File: src/rtl/sreg_link_pkg.sv
package sreg_link_pkg;

  localparam int ADDR_W    = 8;
  localparam int N_LEGAL   = 5;
  localparam logic [ADDR_W-1:0] BOOT_ADDR = 8'hFF;

  // register addresses the remote device answers to
  localparam logic [ADDR_W-1:0] LEGAL_ADDR [N_LEGAL] =
    '{8'h80, 8'h08, 8'hFF, 8'h02, 8'h00};

  typedef enum logic [1:0] {
    ST_IDLE = 2'd0,
    ST_SEND = 2'd1,
    ST_CMD  = 2'd2,
    ST_RECV = 2'd3
  } seq_state_e;

endpackage

File: src/rtl/sreg_rst_sync.sv
module sreg_rst_sync (
  input  logic clk,
  input  logic rst_n_a,
  output logic rst_n_s
);

  logic meta_q;
  logic sync_q;

  always_ff @(posedge clk or negedge rst_n_a) begin
    if (!rst_n_a) begin
      meta_q <= 1'b0;
      sync_q <= 1'b0;
    end else begin
      meta_q <= 1'b1;
      sync_q <= meta_q;
    end
  end

  assign rst_n_s = sync_q;

endmodule

File: src/rtl/sreg_addr_filter.sv
module sreg_addr_filter
  import sreg_link_pkg::*;
(
  input  logic [ADDR_W-1:0] addr,
  output logic              legal
);

  logic [N_LEGAL-1:0] hit;

  for (genvar gi = 0; gi < N_LEGAL; gi++) begin : g_cmp
    assign hit[gi] = (addr == LEGAL_ADDR[gi]);
  end

  assign legal = |hit;

endmodule

File: src/rtl/sreg_half_timer.sv
module sreg_half_timer #(
  parameter int DIV_W = 8
) (
  input  logic             clk,
  input  logic             rst_n,
  input  logic             run,
  input  logic [DIV_W-1:0] half_len,   // already clamped to >= 1
  output logic             tick
);

  logic [DIV_W-1:0] cnt_q;
  logic [DIV_W-1:0] cnt_n;
  logic             cnt_en;

  assign tick   = run && (cnt_q == half_len - DIV_W'(1));
  assign cnt_en = run || (cnt_q != '0);

  always_comb begin
    if (!run || tick) cnt_n = '0;
    else              cnt_n = cnt_q + DIV_W'(1);
  end

  always_ff @(posedge clk or negedge rst_n) begin
    if (!rst_n)      cnt_q <= '0;
    else if (cnt_en) cnt_q <= cnt_n;
  end

endmodule

File: src/rtl/sreg_frame_seq.sv
module sreg_frame_seq
  import sreg_link_pkg::*;
#(
  parameter int DATA_W = 32,
  parameter int DIV_W  = 8
) (
  input  logic              clk,
  input  logic              rst_n,
  input  logic [DIV_W-1:0]  div_i,
  input  logic              req_valid,
  input  logic              req_write,
  input  logic [ADDR_W-1:0] req_addr,
  input  logic [DATA_W-1:0] req_wdata,
  input  logic              addr_ok,
  output logic              busy,
  output logic              done,
  output logic              err,
  output logic [DATA_W-1:0] rdata,
  output logic              sclk,
  output logic              sdo,
  input  logic              sdi,
  output logic              stb_n
);

  localparam int FRAME_W = DATA_W + ADDR_W;
  localparam int CNT_W   = $clog2(FRAME_W);

  seq_state_e         st_q, st_n;
  logic               wr_q, wr_n;
  logic               boot_q, boot_n;
  logic               phase_q, phase_n;
  logic               sdo_q, sdo_n;
  logic               stb_q, stb_n_n;
  logic [FRAME_W-1:0] tx_q, tx_n;
  logic [DATA_W-1:0]  rx_q, rx_n;
  logic [CNT_W-1:0]   cnt_q, cnt_n;
  logic [DIV_W-1:0]   div_q, div_n;
  logic               busy_q, busy_n;
  logic               done_q, done_n;
  logic               err_q, err_n;
  logic [DATA_W-1:0]  rdata_q, rdata_n;

  logic               run;
  logic               tick;
  logic               pulse_end;
  logic               launch;
  logic               launch_wr;
  logic [ADDR_W-1:0]  launch_addr;
  logic               fin;
  logic [DATA_W-1:0]  fin_data;
  logic               out_en;

  assign run = (st_q != ST_IDLE);

  sreg_half_timer #(.DIV_W(DIV_W)) u_timer (
    .clk      (clk),
    .rst_n    (rst_n),
    .run      (run),
    .half_len (div_q),
    .tick     (tick)
  );

  assign pulse_end = tick && phase_q;

  // launch decision: the boot read wins over any request
  always_comb begin
    launch      = 1'b0;
    launch_wr   = 1'b0;
    launch_addr = req_addr;
    if (st_q == ST_IDLE) begin
      if (boot_q) begin
        launch      = 1'b1;
        launch_addr = BOOT_ADDR;
      end else if (req_valid && addr_ok) begin
        launch    = 1'b1;
        launch_wr = req_write;
      end
    end
  end

  always_comb begin
    st_n     = st_q;
    wr_n     = wr_q;
    boot_n   = boot_q;
    phase_n  = phase_q;
    sdo_n    = sdo_q;
    stb_n_n  = stb_q;
    tx_n     = tx_q;
    rx_n     = rx_q;
    cnt_n    = cnt_q;
    div_n    = div_q;
    busy_n   = busy_q;
    done_n   = 1'b0;
    err_n    = 1'b0;
    rdata_n  = rdata_q;
    fin      = 1'b0;
    fin_data = '0;

    if (run && tick) phase_n = ~phase_q;

    unique case (st_q)
      ST_IDLE: begin
        if (launch) begin
          st_n    = ST_SEND;
          wr_n    = launch_wr;
          busy_n  = 1'b1;
          phase_n = 1'b0;
          div_n   = (div_i == '0) ? DIV_W'(1) : div_i;
          if (launch_wr) begin
            tx_n  = {req_wdata, launch_addr};
            cnt_n = CNT_W'(FRAME_W - 1);
          end else begin
            tx_n  = {launch_addr, {DATA_W{1'b0}}};
            cnt_n = CNT_W'(ADDR_W - 1);
          end
          sdo_n = tx_n[FRAME_W-1];
        end else if (req_valid && !boot_q) begin
          // illegal address: refuse without touching the link
          done_n  = 1'b1;
          err_n   = 1'b1;
          rdata_n = '0;
        end
      end

      ST_SEND: begin
        if (pulse_end) begin
          if (cnt_q == '0) begin
            st_n    = ST_CMD;
            sdo_n   = wr_q;
            stb_n_n = 1'b0;
          end else begin
            cnt_n = cnt_q - CNT_W'(1);
            tx_n  = {tx_q[FRAME_W-2:0], 1'b0};
            sdo_n = tx_q[FRAME_W-2];
          end
        end
      end

      ST_CMD: begin
        if (pulse_end) begin
          stb_n_n = 1'b1;
          sdo_n   = 1'b0;
          if (wr_q) begin
            fin = 1'b1;
          end else begin
            st_n  = ST_RECV;
            cnt_n = CNT_W'(DATA_W - 1);
          end
        end
      end

      ST_RECV: begin
        if (pulse_end) begin
          rx_n = {rx_q[DATA_W-2:0], sdi};
          if (cnt_q == '0) begin
            fin      = 1'b1;
            fin_data = rx_n;
          end else begin
            cnt_n = cnt_q - CNT_W'(1);
          end
        end
      end

      default: st_n = ST_IDLE;
    endcase

    if (fin) begin
      st_n    = ST_IDLE;
      busy_n  = 1'b0;
      sdo_n   = 1'b0;
      stb_n_n = 1'b1;
      if (boot_q) begin
        boot_n = 1'b0;
      end else begin
        done_n  = 1'b1;
        rdata_n = fin_data;
      end
    end
  end

  // frame registers only move while a frame runs or one is launched
  assign out_en = run || launch;

  always_ff @(posedge clk or negedge rst_n) begin
    if (!rst_n) begin
      st_q    <= ST_IDLE;
      wr_q    <= 1'b0;
      phase_q <= 1'b0;
      sdo_q   <= 1'b0;
      stb_q   <= 1'b1;
      tx_q    <= '0;
      rx_q    <= '0;
      cnt_q   <= '0;
      div_q   <= DIV_W'(1);
    end else if (out_en) begin
      st_q    <= st_n;
      wr_q    <= wr_n;
      phase_q <= phase_n;
      sdo_q   <= sdo_n;
      stb_q   <= stb_n_n;
      tx_q    <= tx_n;
      rx_q    <= rx_n;
      cnt_q   <= cnt_n;
      div_q   <= div_n;
    end
  end

  always_ff @(posedge clk or negedge rst_n) begin
    if (!rst_n) begin
      boot_q  <= 1'b1;
      busy_q  <= 1'b1;
      done_q  <= 1'b0;
      err_q   <= 1'b0;
      rdata_q <= '0;
    end else begin
      boot_q  <= boot_n;
      busy_q  <= busy_n;
      done_q  <= done_n;
      err_q   <= err_n;
      rdata_q <= rdata_n;
    end
  end

  assign busy  = busy_q;
  assign done  = done_q;
  assign err   = err_q;
  assign rdata = rdata_q;
  assign sclk  = phase_q;
  assign sdo   = sdo_q;
  assign stb_n = stb_q;

endmodule

File: src/rtl/sreg_link_master.sv
module sreg_link_master
  import sreg_link_pkg::*;
#(
  parameter int DATA_W = 32,
  parameter int DIV_W  = 8
) (
  input  logic              clk,
  input  logic              rst_n,
  input  logic [DIV_W-1:0]  div_i,
  input  logic              req_valid,
  input  logic              req_write,
  input  logic [ADDR_W-1:0] req_addr,
  input  logic [DATA_W-1:0] req_wdata,
  output logic              busy,
  output logic              done,
  output logic              err,
  output logic [DATA_W-1:0] rdata,
  output logic              sclk,
  output logic              sdo,
  input  logic              sdi,
  output logic              stb_n
);

  logic rst_n_s;
  logic addr_ok;

  sreg_rst_sync u_rst (
    .clk     (clk),
    .rst_n_a (rst_n),
    .rst_n_s (rst_n_s)
  );

  sreg_addr_filter u_filt (
    .addr  (req_addr),
    .legal (addr_ok)
  );

  sreg_frame_seq #(.DATA_W(DATA_W), .DIV_W(DIV_W)) u_seq (
    .clk       (clk),
    .rst_n     (rst_n_s),
    .div_i     (div_i),
    .req_valid (req_valid),
    .req_write (req_write),
    .req_addr  (req_addr),
    .req_wdata (req_wdata),
    .addr_ok   (addr_ok),
    .busy      (busy),
    .done      (done),
    .err       (err),
    .rdata     (rdata),
    .sclk      (sclk),
    .sdo       (sdo),
    .sdi       (sdi),
    .stb_n     (stb_n)
  );

endmodule

File: config.mk
export PLATFORM = sky130hd
export DESIGN_NAME = sreg_link_master
export DESIGN_NICKNAME = d
export VERILOG_FILES = /design/src/rtl/sreg_link_pkg.sv /design/src/rtl/sreg_rst_sync.sv /design/src/rtl/sreg_addr_filter.sv /design/src/rtl/sreg_half_timer.sv /design/src/rtl/sreg_frame_seq.sv /design/src/rtl/sreg_link_master.sv
export SDC_FILE = /design/constraint.sdc
export NUM_CORES = 1
export LEC_CHECK = 0
export BUFFER_PORTS_ARGS = -buffer_cell sky130_fd_sc_hd__clkbuf_2
export CAP_MARGIN = 10
export CORE_MARGIN = 4
export CORE_UTILIZATION = 52
export DETAILED_ROUTE_END_ITERATION = 12
export PLACE_DENSITY = 0.73
export RECOVER_POWER = 100
export SLEW_MARGIN = 15
export SYNTH_ARGS = -nofsm -noshare
export SYNTH_HDL_FRONTEND = slang
export SYNTH_SLANG_ARGS = --single-unit
File: constraint.sdc
create_clock -name clk -period 4.2 [get_ports clk]
set_input_delay 0.84 -clock clk [delete_from_list [all_inputs] [get_ports clk]]
set_output_delay 0.84 -clock clk [all_outputs]
set_load 0.02 [all_outputs]
## After elaboration in Yosys (flattened, before gate mapping)

Index checks and enable logic that the tools add are counted.

| cells by class | value |
|---|---|
| add/sub/neg operators | 3 |
| eq/ne operators | 20 |
| multiplexer cells | 63 |
| bitwise operators | 1 |
| reduce and logical (&&, ||, !) cells | 31 |

Operators by type and width:

| kind | number |
|---|---|
| $mux 32 | 8 |
| $mux 39 | 3 |
| $pmux 39 s2 | 1 |
| $mux 40 | 1 |
| $mux 6 | 6 |
| $mux 1 | 30 |
| $mux 8 | 3 |
| $pmux 6 s3 | 1 |
| $eq 8x8->1 const B | 2 |
| $logic_not 8->1 | 2 |
| $reduce_and 5->1 | 3 |
| $mux 2 | 6 |
| $ne 3x1->1 const B | 4 |
| $add 8x1->8 const B | 1 |
| $eq 8x2->1 const B | 1 |
| $eq 8x4->1 const B | 1 |
| $eq 8x8->1 | 1 |
| $ne 2x1->1 const B | 4 |
| $reduce_bool 2->1 | 4 |
| $reduce_bool 8->1 | 1 |
| $sub 8x1->8 const B | 1 |
| $reduce_and 7->1 | 1 |
| $logic_not 6->1 | 1 |
| $ne 2x2->1 const B | 3 |
| other kinds (19) | 29 |

| storage, ports and cells | value |
|---|---|
| register bits after elaboration | 136 |
| bits of input ports | 53 |
| logic and storage cells | 135 |

## Depth between registers and ports, before layout

Gate-level depths: netlist of run 1.

| logic depth | value |
|---|---|
| depth after elaboration | 10 |
| mapped depth | 11 |
| mapped depth without buffers | 9 |

## Cells and area by module

From an unflattened synthesis of run 1, not the netlist that was laid out.

| second synthesis, totals | value |
|---|---|
| cell total of the unflattened synthesis | 566 |
| area, all modules | 6338.6 um^2 |

Modules (own cells, without submodules):

| module | times used | cells each | area each (um^2) | seq. area each (um^2) |
|---|---|---|---|---|
| sreg_frame_seq | 1 | 463 | 5456.5 | 3158.0 |
| sreg_half_timer | 1 | 94 | 783.3 | 200.2 |
| sreg_rst_sync | 1 | 3 | 53.8 | 50.0 |
| sreg_addr_filter | 1 | 6 | 45.0 | 0.0 |

## Least setup slack after synthesis of run 1

Ideal clock, no wire load.

| timing | value |
|---|---|
| path type | register to register |
| start | register u_seq.div_q[1] |
| end | register u_seq.tx_q[1] |
| setup time | 0.127 ns |
| data arrival time | 2.815 ns |
| required time | 4.073 ns |
| slack | 1.257 ns |
| cell stages (with the launch flop) | 12 |
| clock period less this slack | 2.943 ns |
| path through | dfrtp_1 > inv_1 > ha_1 > or3b_1 > a211oi_2 > o211ai_2 > a2111oi_4 > nand3_1 > a21oi_2 > buf_6 > buf_6 > mux2_1 |

| on the way | value |
|---|---|
| cells in the longest elaborated chain, start to end | 6 |

RTL lines:

| item | line | text |
|---|---|---|
| start: declaration | sreg_frame_seq.sv:37 | `logic [DIV_W-1:0] div_q, div_n;` |
| start signal: assignment | sreg_frame_seq.sv:204 | `div_q <= div_n;` |
| $sub 8x1->8 | sreg_half_timer.sv:15 | `assign tick = run && (cnt_q == half_len - DIV_W'(1));` |
| $eq 8x8->1 | sreg_half_timer.sv:15 |  |
| $logic_and 1x1->1 | sreg_half_timer.sv:15 |  |
| $logic_and 1x1->1 | sreg_frame_seq.sv:63 | `assign pulse_end = tick && phase_q;` |
| $ne 2x1->1 (no source line) | - |  |
| $reduce_and 5->1 (no source line) | - |  |
| end signal: assignment | sreg_frame_seq.sv:201 | `tx_q <= tx_n;` |
| end: declaration | sreg_frame_seq.sv:34 | `logic [FRAME_W-1:0] tx_q, tx_n;` |

Every way passes these cells.
A chain may end at the register's enable or synchronous reset.

## Worst setup path in the final report of run 1

| timing | value |
|---|---|
| start | register u_seq.div_q[1] |
| end | register u_seq.rx_q[26] |

| on the way | value |
|---|---|
| cells in the longest elaborated chain, start to end | 5 |

RTL lines:

| item | line | text |
|---|---|---|
| $sub 8x1->8 | sreg_half_timer.sv:15 |  |
| $eq 8x8->1 | sreg_half_timer.sv:15 |  |
| $logic_and 1x1->1 | sreg_half_timer.sv:15 |  |
| $logic_and 1x1->1 | sreg_frame_seq.sv:63 |  |
| $reduce_and 3->1 (no source line) | - |  |
| end signal: assignment | sreg_frame_seq.sv:202 | `rx_q <= rx_n;` |
| end: declaration | sreg_frame_seq.sv:35 | `logic [DATA_W-1:0] rx_q, rx_n;` |

Every way passes these cells.

==> flow_metrics.env, run 1 <==
export IMPL_outcome="finished, violations left"
export IMPL_violations="capacitance limit, slew limit"
export IMPL_htreeDepth=4
export IMPL_cts_resized=0
export IMPL_synth_main_ff_cell="dfrtp_1"
export IMPL_critPathKind="flip-flop to flip-flop"
export IMPL_syn_nets=656
export IMPL_cts_hold_buffers=0
export IMPL_drv_cap=1
export IMPL_met2_usage=0.319
export IMPL_hold_viol=0
export IMPL_p_switching_w=0.00163
export IMPL_finalPower_w=0.00510
export IMPL_tns_ns=0
export IMPL_final_setup_viol_count=0
export IMPL_crit_arrival_ns=3.94
export IMPL_relSlewSlack=-0.788
export IMPL_place_area_um2=7140
export IMPL_grt_pass1_wl_mm=23.4
export IMPL_dp_final_hpwl_mm=9.18
export IMPL_min_period_ns=3.64
export IMPL_drt_iter0_drc=296
export IMPL_setup_worst_path_start_class="flip-flop"
export IMPL_track_usage=0.199
export IMPL_cts_root_buf="clkbuf_16"
export IMPL_pwr_share_clk=0.342
export IMPL_worst_path_max_fanout=19
export IMPL_gp_congestion=0.855
export IMPL_vias_per_cell=5.62
export IMPL_timing_fmax_ghz=0.274
export IMPL_port_buffers=90
export IMPL_async_reset_ff_frac=1.00
export IMPL_worst_slew_pin_slew_ns=2.68
export IMPL_first_pass_iters=4
export IMPL_syn_area_per_cell_um2=11.1
export IMPL_grt_pass1_vias=4883
export IMPL_layout_commonest_cell="dfrtp_1"
export IMPL_final_cell_area_um2=7750
export IMPL_hold_path_class="primary input to asynchronous set/reset pin"
export IMPL_cts_buffer_depth=2
export IMPL_start_util=0.539
export IMPL_drive_gt1_frac=0.243
export IMPL_vias=4829
export IMPL_sequentialPowerShare=0.361
export IMPL_use_met3=0.0543
export IMPL_clk_insertion_delay_late_ns=0.42
export IMPL_grt_ovfl_total=0
export IMPL_antenna_found_initial=0
export IMPL_final_antenna_net_count=0
export IMPL_drc=0
export IMPL_io_pins=91
export IMPL_post_cts_buffers=0
export IMPL_vdd_drop_max_uv=384
export IMPL_routedWlPerCell_um=16.0
export IMPL_power_per_cell_area_nw_per_um2=658
export IMPL_layout_common_cells="132 x dfrtp_1, 87 x nand2_1, 67 x mux2_2, 54 x clkbuf_2, 41 x clkbuf_1"
export IMPL_cts_clk_slew_worst_paths_ns=0.06
export IMPL_grt_max_degree=75
export IMPL_synth_warnings=0
export IMPL_swShare=0.320
export IMPL_drv_slew=69
export IMPL_ys_seq_elements=136
export IMPL_syn_to_final_growth_pct=18.4
export IMPL_power_internal_w=0.00347
export IMPL_coreArea_um2=12200
export IMPL_grt_setup_unrepaired="false"
export IMPL_seq_area_frac_synth=0.520
export IMPL_cts_tree="built"
export IMPL_cts_made_buffers=17
export IMPL_cp_data_required_time_ns=4.49
export IMPL_fp_dieW_um=120
export IMPL_yosysTopAreaCell="dfrtp_1"
export IMPL_synthTopCellsByArea="dfrtp_1 50%, mux2_2 12%, nand2_1 5.0%"
export IMPL_fin_worst_skew_ns=0.0135
export IMPL_wirelength_mm=13.7
export IMPL_diodes=0
export IMPL_std_cell_rows=40
export IMPL_synth_edf_count=0
export IMPL_cts_sinks=136
export IMPL_top_usage_layer="met2"
export IMPL_synth_top_area_frac=0.504
export IMPL_die_h_um=120
export IMPL_global_route_usage_met1=0.267
export IMPL_syn_inst=592
export IMPL_final_nets=742
export IMPL_ys_types=64
export IMPL_dieArea_um2=14500
export IMPL_fin_crit_sh=0.868
export IMPL_synth_area_um2=6550
export IMPL_setup_worst_path_end_class="flip-flop"
export IMPL_leakage_nw=3.57
export IMPL_pwr_share_comb=0.297
==> synthesized netlist by cell type, drive strengths merged, types with 2 or more instances <==
cell type,count
o2111ai,2
and3,5
xor2,9
or4,3
xnor2,4
nor4,4
a31oi,3
or3,3
o22ai,2
buf,8
dfrtp,132
clkbuf,24
nor3,13
o31ai,9
nand4,4
and3b,3
nor2b,3
nand2,87
nor3b,2
and2,3
inv,17
a21oi,8
mux2i,2
ha,11
a22o,36
a21o,2
mux2,76
o21a,2
nand2b,4
o211a,2
dfstp,4
o211ai,4
a211o,3
nor2,28
o21ai,39
a211oi,2
nand3,11
a221oi,2
==> critical path: stages, from the launching register on <==
cell and delay [ns]:
dfrtp_1 0.41, inv_1 0.07, ha_1 0.24, or3b_1 0.40, a211oi_1 0.33, o211ai_1 0.24, a2111oi_4 0.53, nand2_1 0.48
clkbuf_2 0.46, mux2_2 0.37
==> registers in the layout, summed over array words and instances (netlist names) <==
signal	cells
u_seq.tx_q	39
u_seq.rdata	32
u_seq.rx_q	31
u_seq.div_q	8
u_seq.u_timer.cnt_q	8
u_seq.cnt_q	6
u_seq.st_q	2
u_rst.meta_q	1
u_rst.rst_n_s	1
u_seq.boot_q	1
u_seq.busy	1
u_seq.done	1
u_seq.err	1
u_seq.sclk	1
u_seq.sdo	1
u_seq.stb_n	1
u_seq.wr_q	1
==> through the flow <==
step,worst slack (ns),instances,hold WS [ns],utilization
floorplan,0.137,592,0.331,-
global placement,0.907,827,0.341,0.587
detailed placement,0.773,827,0.336,0.587
CTS,0.765,859,0.187,0.644
global route,0.289,859,0.191,0.637
finish,0.556,859,0.198,0.637
==> power by group through the flow <==
stage                     Clock, W  Sequential, W  Combinational (W)
final                      0.00175        0.00184            0.00151
after detailed placement         0        0.00186            0.00153
after CTS                  0.00177        0.00184            0.00155
after global placement           0        0.00184            0.00147
after global routing       0.00184        0.00188            0.00169
after floorplan                  0        0.00182            0.00125
==> layer usage <==
| metal | wire, um | up-vias |
|---|---|---|
| met5 | 0 | - |
| met4 | 174 | 0 |
| met3 | 711 | 19 |
| met2 | 6640 | 132 |
| met1 | 6200 | 2380 |
| li1 | - | 2298 |
==> final cells by class <==
class / count / area, um^2
Timing Repair Buffer: 99 / 458
Tap cell: 168 / 210
Clock inverter: 12 / 245
Clock buffer: 20 / 457
Multi-Input combinational cell: 407 / 2910
Sequential cell: 136 / 3410
Fill cell: 981 / 4410
Inverter: 17 / 63.8
==> final timing paths <==
path / startpoint / end / slack [ns] / depth (start not counted)
max in group asynchronous: u_rst.rst_n_s / u_seq.done / 1.00 / 1
min in group clk: u_rst.meta_q / u_rst.rst_n_s / 0.36 / 0
worst min register to register: u_rst.meta_q / u_rst.rst_n_s / 0.36 / 0
worst max register to register: u_seq.div_q[1] / u_seq.rx_q[26] / 0.56 / 9
worst max-delay path: u_seq.div_q[1] / u_seq.rx_q[26] / 0.56 / 9
worst min-delay path: rst_n / u_rst.rst_n_s / 0.20 / 1
==> kinds of logic after synthesis <==
| logic type | after synthesis | synth area share |
|---|---|---|
| AOI/OAI and AO/OA | 127 | 0.146 |
| xor gates and xnor gates | 13 | 0.0174 |
| adders and majority gates | 11 | 0.0210 |
| buffers and inverters | 49 | 0.0350 |
| DFF | 136 | 0.520 |
| muxes | 78 | 0.134 |
| other | 1 | 0.000573 |
| and+or+nand+nor | 177 | 0.126 |
Note: power is estimated with default switching activity, not from simulation.
==> run 2, diff against run 1 <==
CORE_MARGIN = 2   (was 4)
CORE_UTILIZATION = 35   (was 52)
MAX_ROUTING_LAYER = met4   (was unset)
PLACE_DENSITY = 0.52   (was 0.73)
==> run 2 against run 1 <==
- the run still ends with capacitance limit, slew limit left
- sequential power about the same
- fmax grew 2.6%
- sequential share of layout area grew 0.25 points
- highest routed layer unchanged
- core utilization decreased by 22 points
- cell count up 7.6%
- routed wire length is 5.2% higher
- clock-buffer cell count is 1 lower
- non-clock buffer count is 1 higher
- combinational power hardly changed
- hold slack worse by 0.0026 ns
- first-iteration DRC count rose by 1.4%
==> flow_metrics.env, run 2 (synthesis gave the netlist of run 1 again) <==
export IMPL_leakage_nw=3.50
export IMPL_timing_fmax_ghz=0.282
export IMPL_place_area_um2=7230
export IMPL_grt_pass1_vias=4812
export IMPL_cts_hold_buffers=0
export IMPL_r2r_slack_ns=0.65
export IMPL_final_setup_viol_count=0
export IMPL_startpoint="u_seq.div_q[1]"
export IMPL_r2r_start="u_seq.div_q[1]"
export IMPL_p_switching_w=0.00164
export IMPL_worst_path_max_fanout=39
export IMPL_fp_dieW_um=141
export IMPL_drive_gt1_frac=0.242
export IMPL_violations="capacitance limit, slew limit"
export IMPL_vias=4808
export IMPL_syn_to_final_growth_pct=17.7
export IMPL_largest_reg_flops=39
export IMPL_critPathKind="flip-flop to flip-flop"
export IMPL_final_antenna_net_count=0
export IMPL_grt_max_degree=84
export IMPL_fin_cells=924
export IMPL_power_internal_w=0.00310
export IMPL_cts_made_buffers=17
export IMPL_grt_setup_unrepaired="false"
export IMPL_start_util=0.354
export IMPL_layout_commonest_cell="dfrtp_1"
export IMPL_rr_endpoint="u_seq.tx_q[10]"
export IMPL_track_usage=0.157
export IMPL_fin_crit_sh=0.846
export IMPL_grt_pass1_wl_mm=24.5
export IMPL_post_cts_buffers=0
export IMPL_io_pins=91
export IMPL_outcome="finished, violations left"
export IMPL_whs_ns=0.195
export IMPL_drt_iter0_drc=300
export IMPL_cts_resized=0
export IMPL_pwr_share_clk=0.294
export IMPL_wirelength_mm=14.4
export IMPL_grt_ovfl_total=0
export IMPL_coreArea_um2=18500
export IMPL_fill_cells=1789
export IMPL_drv_slew=36
export IMPL_worst_slew_pin_slew_ns=1.58
export IMPL_tns_ns=0
export IMPL_vdd_drop_max_uv=293
export IMPL_antenna_found_initial=0
export IMPL_layout_common_cells="132 x dfrtp_1, 87 x nand2_1, 67 x mux2_2, 53 x clkbuf_2, 41 x clkbuf_1"
export IMPL_final_cell_area_um2=7710
export IMPL_cts_tree="built"
export IMPL_rr_worst_depth=10
export IMPL_dp_final_hpwl_mm=9.64
export IMPL_setup_worst_path_start_class="flip-flop"
export IMPL_gp_congestion=0.811
export IMPL_crit_path_end="u_seq.tx_q[10]"
export IMPL_finalPower_w=0.00474
export IMPL_final_nets=743
export IMPL_drv_cap=1
export IMPL_cts_clk_slew_worst_paths_ns=0.06
export IMPL_drc=0
export IMPL_routedWlPerCell_um=15.6
export IMPL_first_pass_iters=4
export IMPL_cts_root_buf="clkbuf_16"
export IMPL_dp_cells=893
export IMPL_setup_worst_path_end_class="flip-flop"
export IMPL_pwr_share_comb=0.320
export IMPL_relSlewSlack=-0.0522
export IMPL_std_cell_rows=50
export IMPL_sequentialPowerShare=0.386
export IMPL_cts_sinks=136
export IMPL_min_period_ns=3.55
export IMPL_hold_viol=0
export IMPL_crit_arrival_ns=3.85
export IMPL_die_h_um=141
export IMPL_diodes=0
export IMPL_vias_per_cell=5.20
export IMPL_htreeDepth=4
export IMPL_power_per_cell_area_nw_per_um2=615
export IMPL_fin_worst_skew_ns=0.0184
export IMPL_clk_insertion_delay_late_ns=0.42
export IMPL_hold_path_class="primary input to asynchronous set/reset pin"
export IMPL_cts_buffer_depth=2
export IMPL_dieArea_um2=19800
export IMPL_swShare=0.346
export IMPL_port_buffers=90
export IMPL_top_register="u_seq.tx_q"
export IMPL_cp_data_required_time_ns=4.50
-- run 2: cell count changes in the layout (fill, tap and decap cells not counted), sizes merged --
cell / before / now
clkinv: 1 / 4
bufinv: 7 / 1
clkbuf: 114 / 113
clkinvlp: 4 / 6
buf: 5 / 6
-- run 2: worst min path at each step --
stage,cells after the start,end,from
floorplan,0,u_rst.rst_n_s,u_rst.meta_q
global placement,0,u_rst.rst_n_s,u_rst.meta_q
detailed placement,0,u_rst.rst_n_s,u_rst.meta_q
CTS,1,u_rst.rst_n_s,rst_n
global route,1,u_rst.meta_q,rst_n
finish,1,u_rst.rst_n_s,rst_n
-- run 2: cell type report --
cell class,count,area [um^2],share of cell area
clock buffer,19,453,0.0588
clock inverter,11,103,0.0133
inverter,17,63.8,0.00828
multi-input combinational,407,2900,0.377
sequential,136,3410,0.442
tap,234,293,0.0380
timing repair buffer,100,484,0.0628
-- run 2: per-layer routing --
layer  global-route usage  part of all wire  vias up
met5                    -                 0        -
met4               0.0437            0.0085        0
met3               0.0367             0.031       12
met2                0.241              0.47       93
met1                0.210              0.49     2409
li1                     -                 -     2294
-- run 2: per-stage QoR --
step	utilization	setup slack, ns
after floorplan	-	0.137
after global placement	0.390	0.864
after detailed placement	0.390	0.736
after CTS	0.420	0.714
after global routing	0.416	0.417
final	0.416	0.648
-- run 2: power by group through the flow --
stage | combinational (W) | sequential [W] | clock (W)
floorplan | 0.00125 | 0.00182 | 0
global placement | 0.00150 | 0.00185 | 0
detailed placement | 0.00155 | 0.00186 | 0
CTS | 0.00155 | 0.00184 | 0.00143
global route | 0.00170 | 0.00187 | 0.00150
finish | 0.00151 | 0.00183 | 0.00140
-- run 2: critical path: stages, from the launching register on --
cell       delay, ns
dfrtp_1         0.41
inv_1           0.07
ha_1            0.24
or3b_1          0.39
a211oi_1        0.32
o211ai_1        0.24
a2111oi_4       0.53
nand3_1         0.20
a21oi_4         0.17
buf_4           0.45
mux2_2          0.40
==> run 3, diff against run 2 <==
clock period = 3.04 ns   (was 4.2 ns; I/O delays follow)
==> run 3 against run 2 <==
- the run still ends with capacitance limit, slew limit left
- combinational power is 48% higher
- core utilization increased by 0.95 points
- non-clock buffer count is 14 higher
- worst setup slack lost 0.52 ns
- cell area rose by 2.3%
- global-route usage rose by 0.27 points
- via count is 0.87% higher
- die area is the same
- critical path type unchanged
- highest routed layer unchanged
==> flow_metrics.env, run 3 (synthesis gave the netlist of run 1 again) <==
export IMPL_hp_start="u_rst.meta_q"
export IMPL_layout_commonest_cell="dfrtp_1"
export IMPL_port_buffers=90
export IMPL_fp_dieW_um=141
export IMPL_cts_made_buffers=17
export IMPL_grt_max_degree=74
export IMPL_drv_slew=48
export IMPL_vias=4850
export IMPL_final_setup_viol_count=0
export IMPL_dieArea_um2=19800
export IMPL_grt_pass1_vias=5092
export IMPL_tns_ns=0
export IMPL_track_usage=0.160
export IMPL_cts_root_buf="clkbuf_16"
export IMPL_cp_data_required_time_ns=3.34
export IMPL_diodes=0
export IMPL_grt_pass1_wl_mm=25.0
export IMPL_std_cell_rows=50
export IMPL_crit_arrival_ns=3.21
export IMPL_relSlewSlack=-0.312
export IMPL_coreArea_um2=18500
export IMPL_drc=0
export IMPL_hold_viol=0
export IMPL_htreeDepth=4
export IMPL_worst_slew_pin_slew_ns=1.97
export IMPL_vias_per_cell=5.16
export IMPL_startpoint="u_seq.div_q[0]"
export IMPL_critPathKind="flip-flop to flip-flop"
export IMPL_layout_common_cells="132 x dfrtp_1, 87 x nand2_1, 67 x mux2_2, 51 x clkbuf_2, 44 x clkbuf_1"
export IMPL_drive_gt1_frac=0.262
export IMPL_setup_worst_path_end_class="flip-flop"
export IMPL_fin_worst_skew_ns=0.0139
export IMPL_setup_worst_path_start_class="flip-flop"
export IMPL_violations="capacitance limit, slew limit"
export IMPL_clk_insertion_delay_late_ns=0.42
export IMPL_fin_cells=940
export IMPL_cts_buffer_depth=2
export IMPL_cts_sinks=136
export IMPL_routedWlPerCell_um=15.6
export IMPL_min_period_ns=2.91
export IMPL_outcome="finished, violations left"
export IMPL_leakage_nw=3.60
export IMPL_power_per_cell_area_nw_per_um2=866
export IMPL_drv_cap=1
export IMPL_syn_to_final_growth_pct=20.4
export IMPL_fin_util=0.426
export IMPL_gp_congestion=0.817
export IMPL_grt_setup_unrepaired="true"
export IMPL_antenna_found_initial=0
export IMPL_top_register="u_seq.tx_q"
export IMPL_drt_iter0_drc=323
export IMPL_vdd_drop_max_uv=444
export IMPL_timing_fmax_ghz=0.344
export IMPL_final_antenna_net_count=0
export IMPL_dp_cells=907
export IMPL_die_h_um=141
export IMPL_grt_ovfl_total=0
export IMPL_first_pass_iters=4
export IMPL_fin_crit_sh=0.957
export IMPL_worst_path_max_fanout=13
export IMPL_cts_clk_slew_worst_paths_ns=0.06
export IMPL_post_cts_buffers=0
export IMPL_final_nets=757
export IMPL_cts_tree="built"
export IMPL_r2r_start="u_seq.div_q[0]"
export IMPL_io_pins=91
export IMPL_hold_path_class="flip-flop to flip-flop"
export IMPL_wirelength_mm=14.7
export IMPL_dp_final_hpwl_mm=10.1
export IMPL_largest_reg_flops=39
export IMPL_start_util=0.354
export IMPL_r2r_slack_ns=0.13
run 3: cell types whose count changed in the layout (fill, tap and decap cells not counted), sizes merged:
cell / change
buf: +10
inv: +7
clkinvlp: -3
clkbuf: +2
clkinv: -2
bufinv: +1
dlygate4sd3: +1
run 3: what timing repair did:
item / in CTS / in global routing
endpoints found under the setup margin: 0 / 41
resized for setup: 0 / 2
hold endpoints to repair: 2 / 0
hold buffers: 1 / 0
run 3: final timing paths:
| path | cells past startpoint | end |
|---|---|---|
| setup / recovery | 10 | u_seq.tx_q[3] |
| max in group asynchronous | 1 | u_seq.u_timer.cnt_q[6] |
| setup reg to reg | 10 | u_seq.tx_q[3] |
| hold / removal | 0 | u_rst.rst_n_s |
| hold reg to reg | 0 | u_rst.rst_n_s |
| min in group asynchronous | 2 | u_rst.meta_q |
run 3: layout make-up:
class                      count  area [um^2]
multi-input combinational    407         2940
timing repair buffer         114          576
clock buffer                  18          439
inverter                      17         63.8
sequential                   136         3410
clock inverter                14          161
tap                          234          293
fill                        1834        10600
run 3: power by group:
| group | total, W | switching [W] | internal, W |
|---|---|---|---|
| Clock | 0.00209 | 0.000836 | 0.00125 |
| Sequential | 0.00251 | 0.000287 | 0.00223 |
| Combinational | 0.00223 | 0.00124 | 0.000991 |
| Total | 0.00683 | 0.00236 | 0.00447 |
run 3: routing by layer:
| metal | global-route usage | vias up | wire length (um) |
|---|---|---|---|
| met1 | 0.201 | 2424 | 6780 |
| li1 | - | 2320 | - |
| met3 | 0.0380 | 12 | 581 |
| met5 | - | - | 0 |
| met2 | 0.256 | 94 | 7210 |
| met4 | 0.0479 | 0 | 91 |
run 3: metrics by stage:
| stage | worst slack, ns | total power [W] | hold slack (ns) | area, um^2 |
|---|---|---|---|---|
| 6_report | 0.130 | 0.00683 | 0.347 | 7890 |
| 2_1_floorplan | 0.0974 | 0.00424 | 0.312 | 6550 |
| 3_5_place_dp | 0.128 | 0.00481 | 0.336 | 7360 |
| 5_1_grt | -0.0397 | 0.00732 | 0.353 | 7890 |
| 3_3_place_gp | 0.153 | 0.00472 | 0.339 | 7360 |
| 4_1_cts | 0.103 | 0.00694 | 0.350 | 7970 |
run 3: critical path, cell delays in order, from the launching register on:
cell	delay, ns
dfstp_2	0.53
inv_1	0.05
ha_1	0.29
xnor2_1	0.14
a211oi_2	0.25
o211ai_2	0.18
a2111oi_4	0.36
nand3_1	0.17
a21oi_4	0.20
buf_4	0.25
mux2_2	0.36
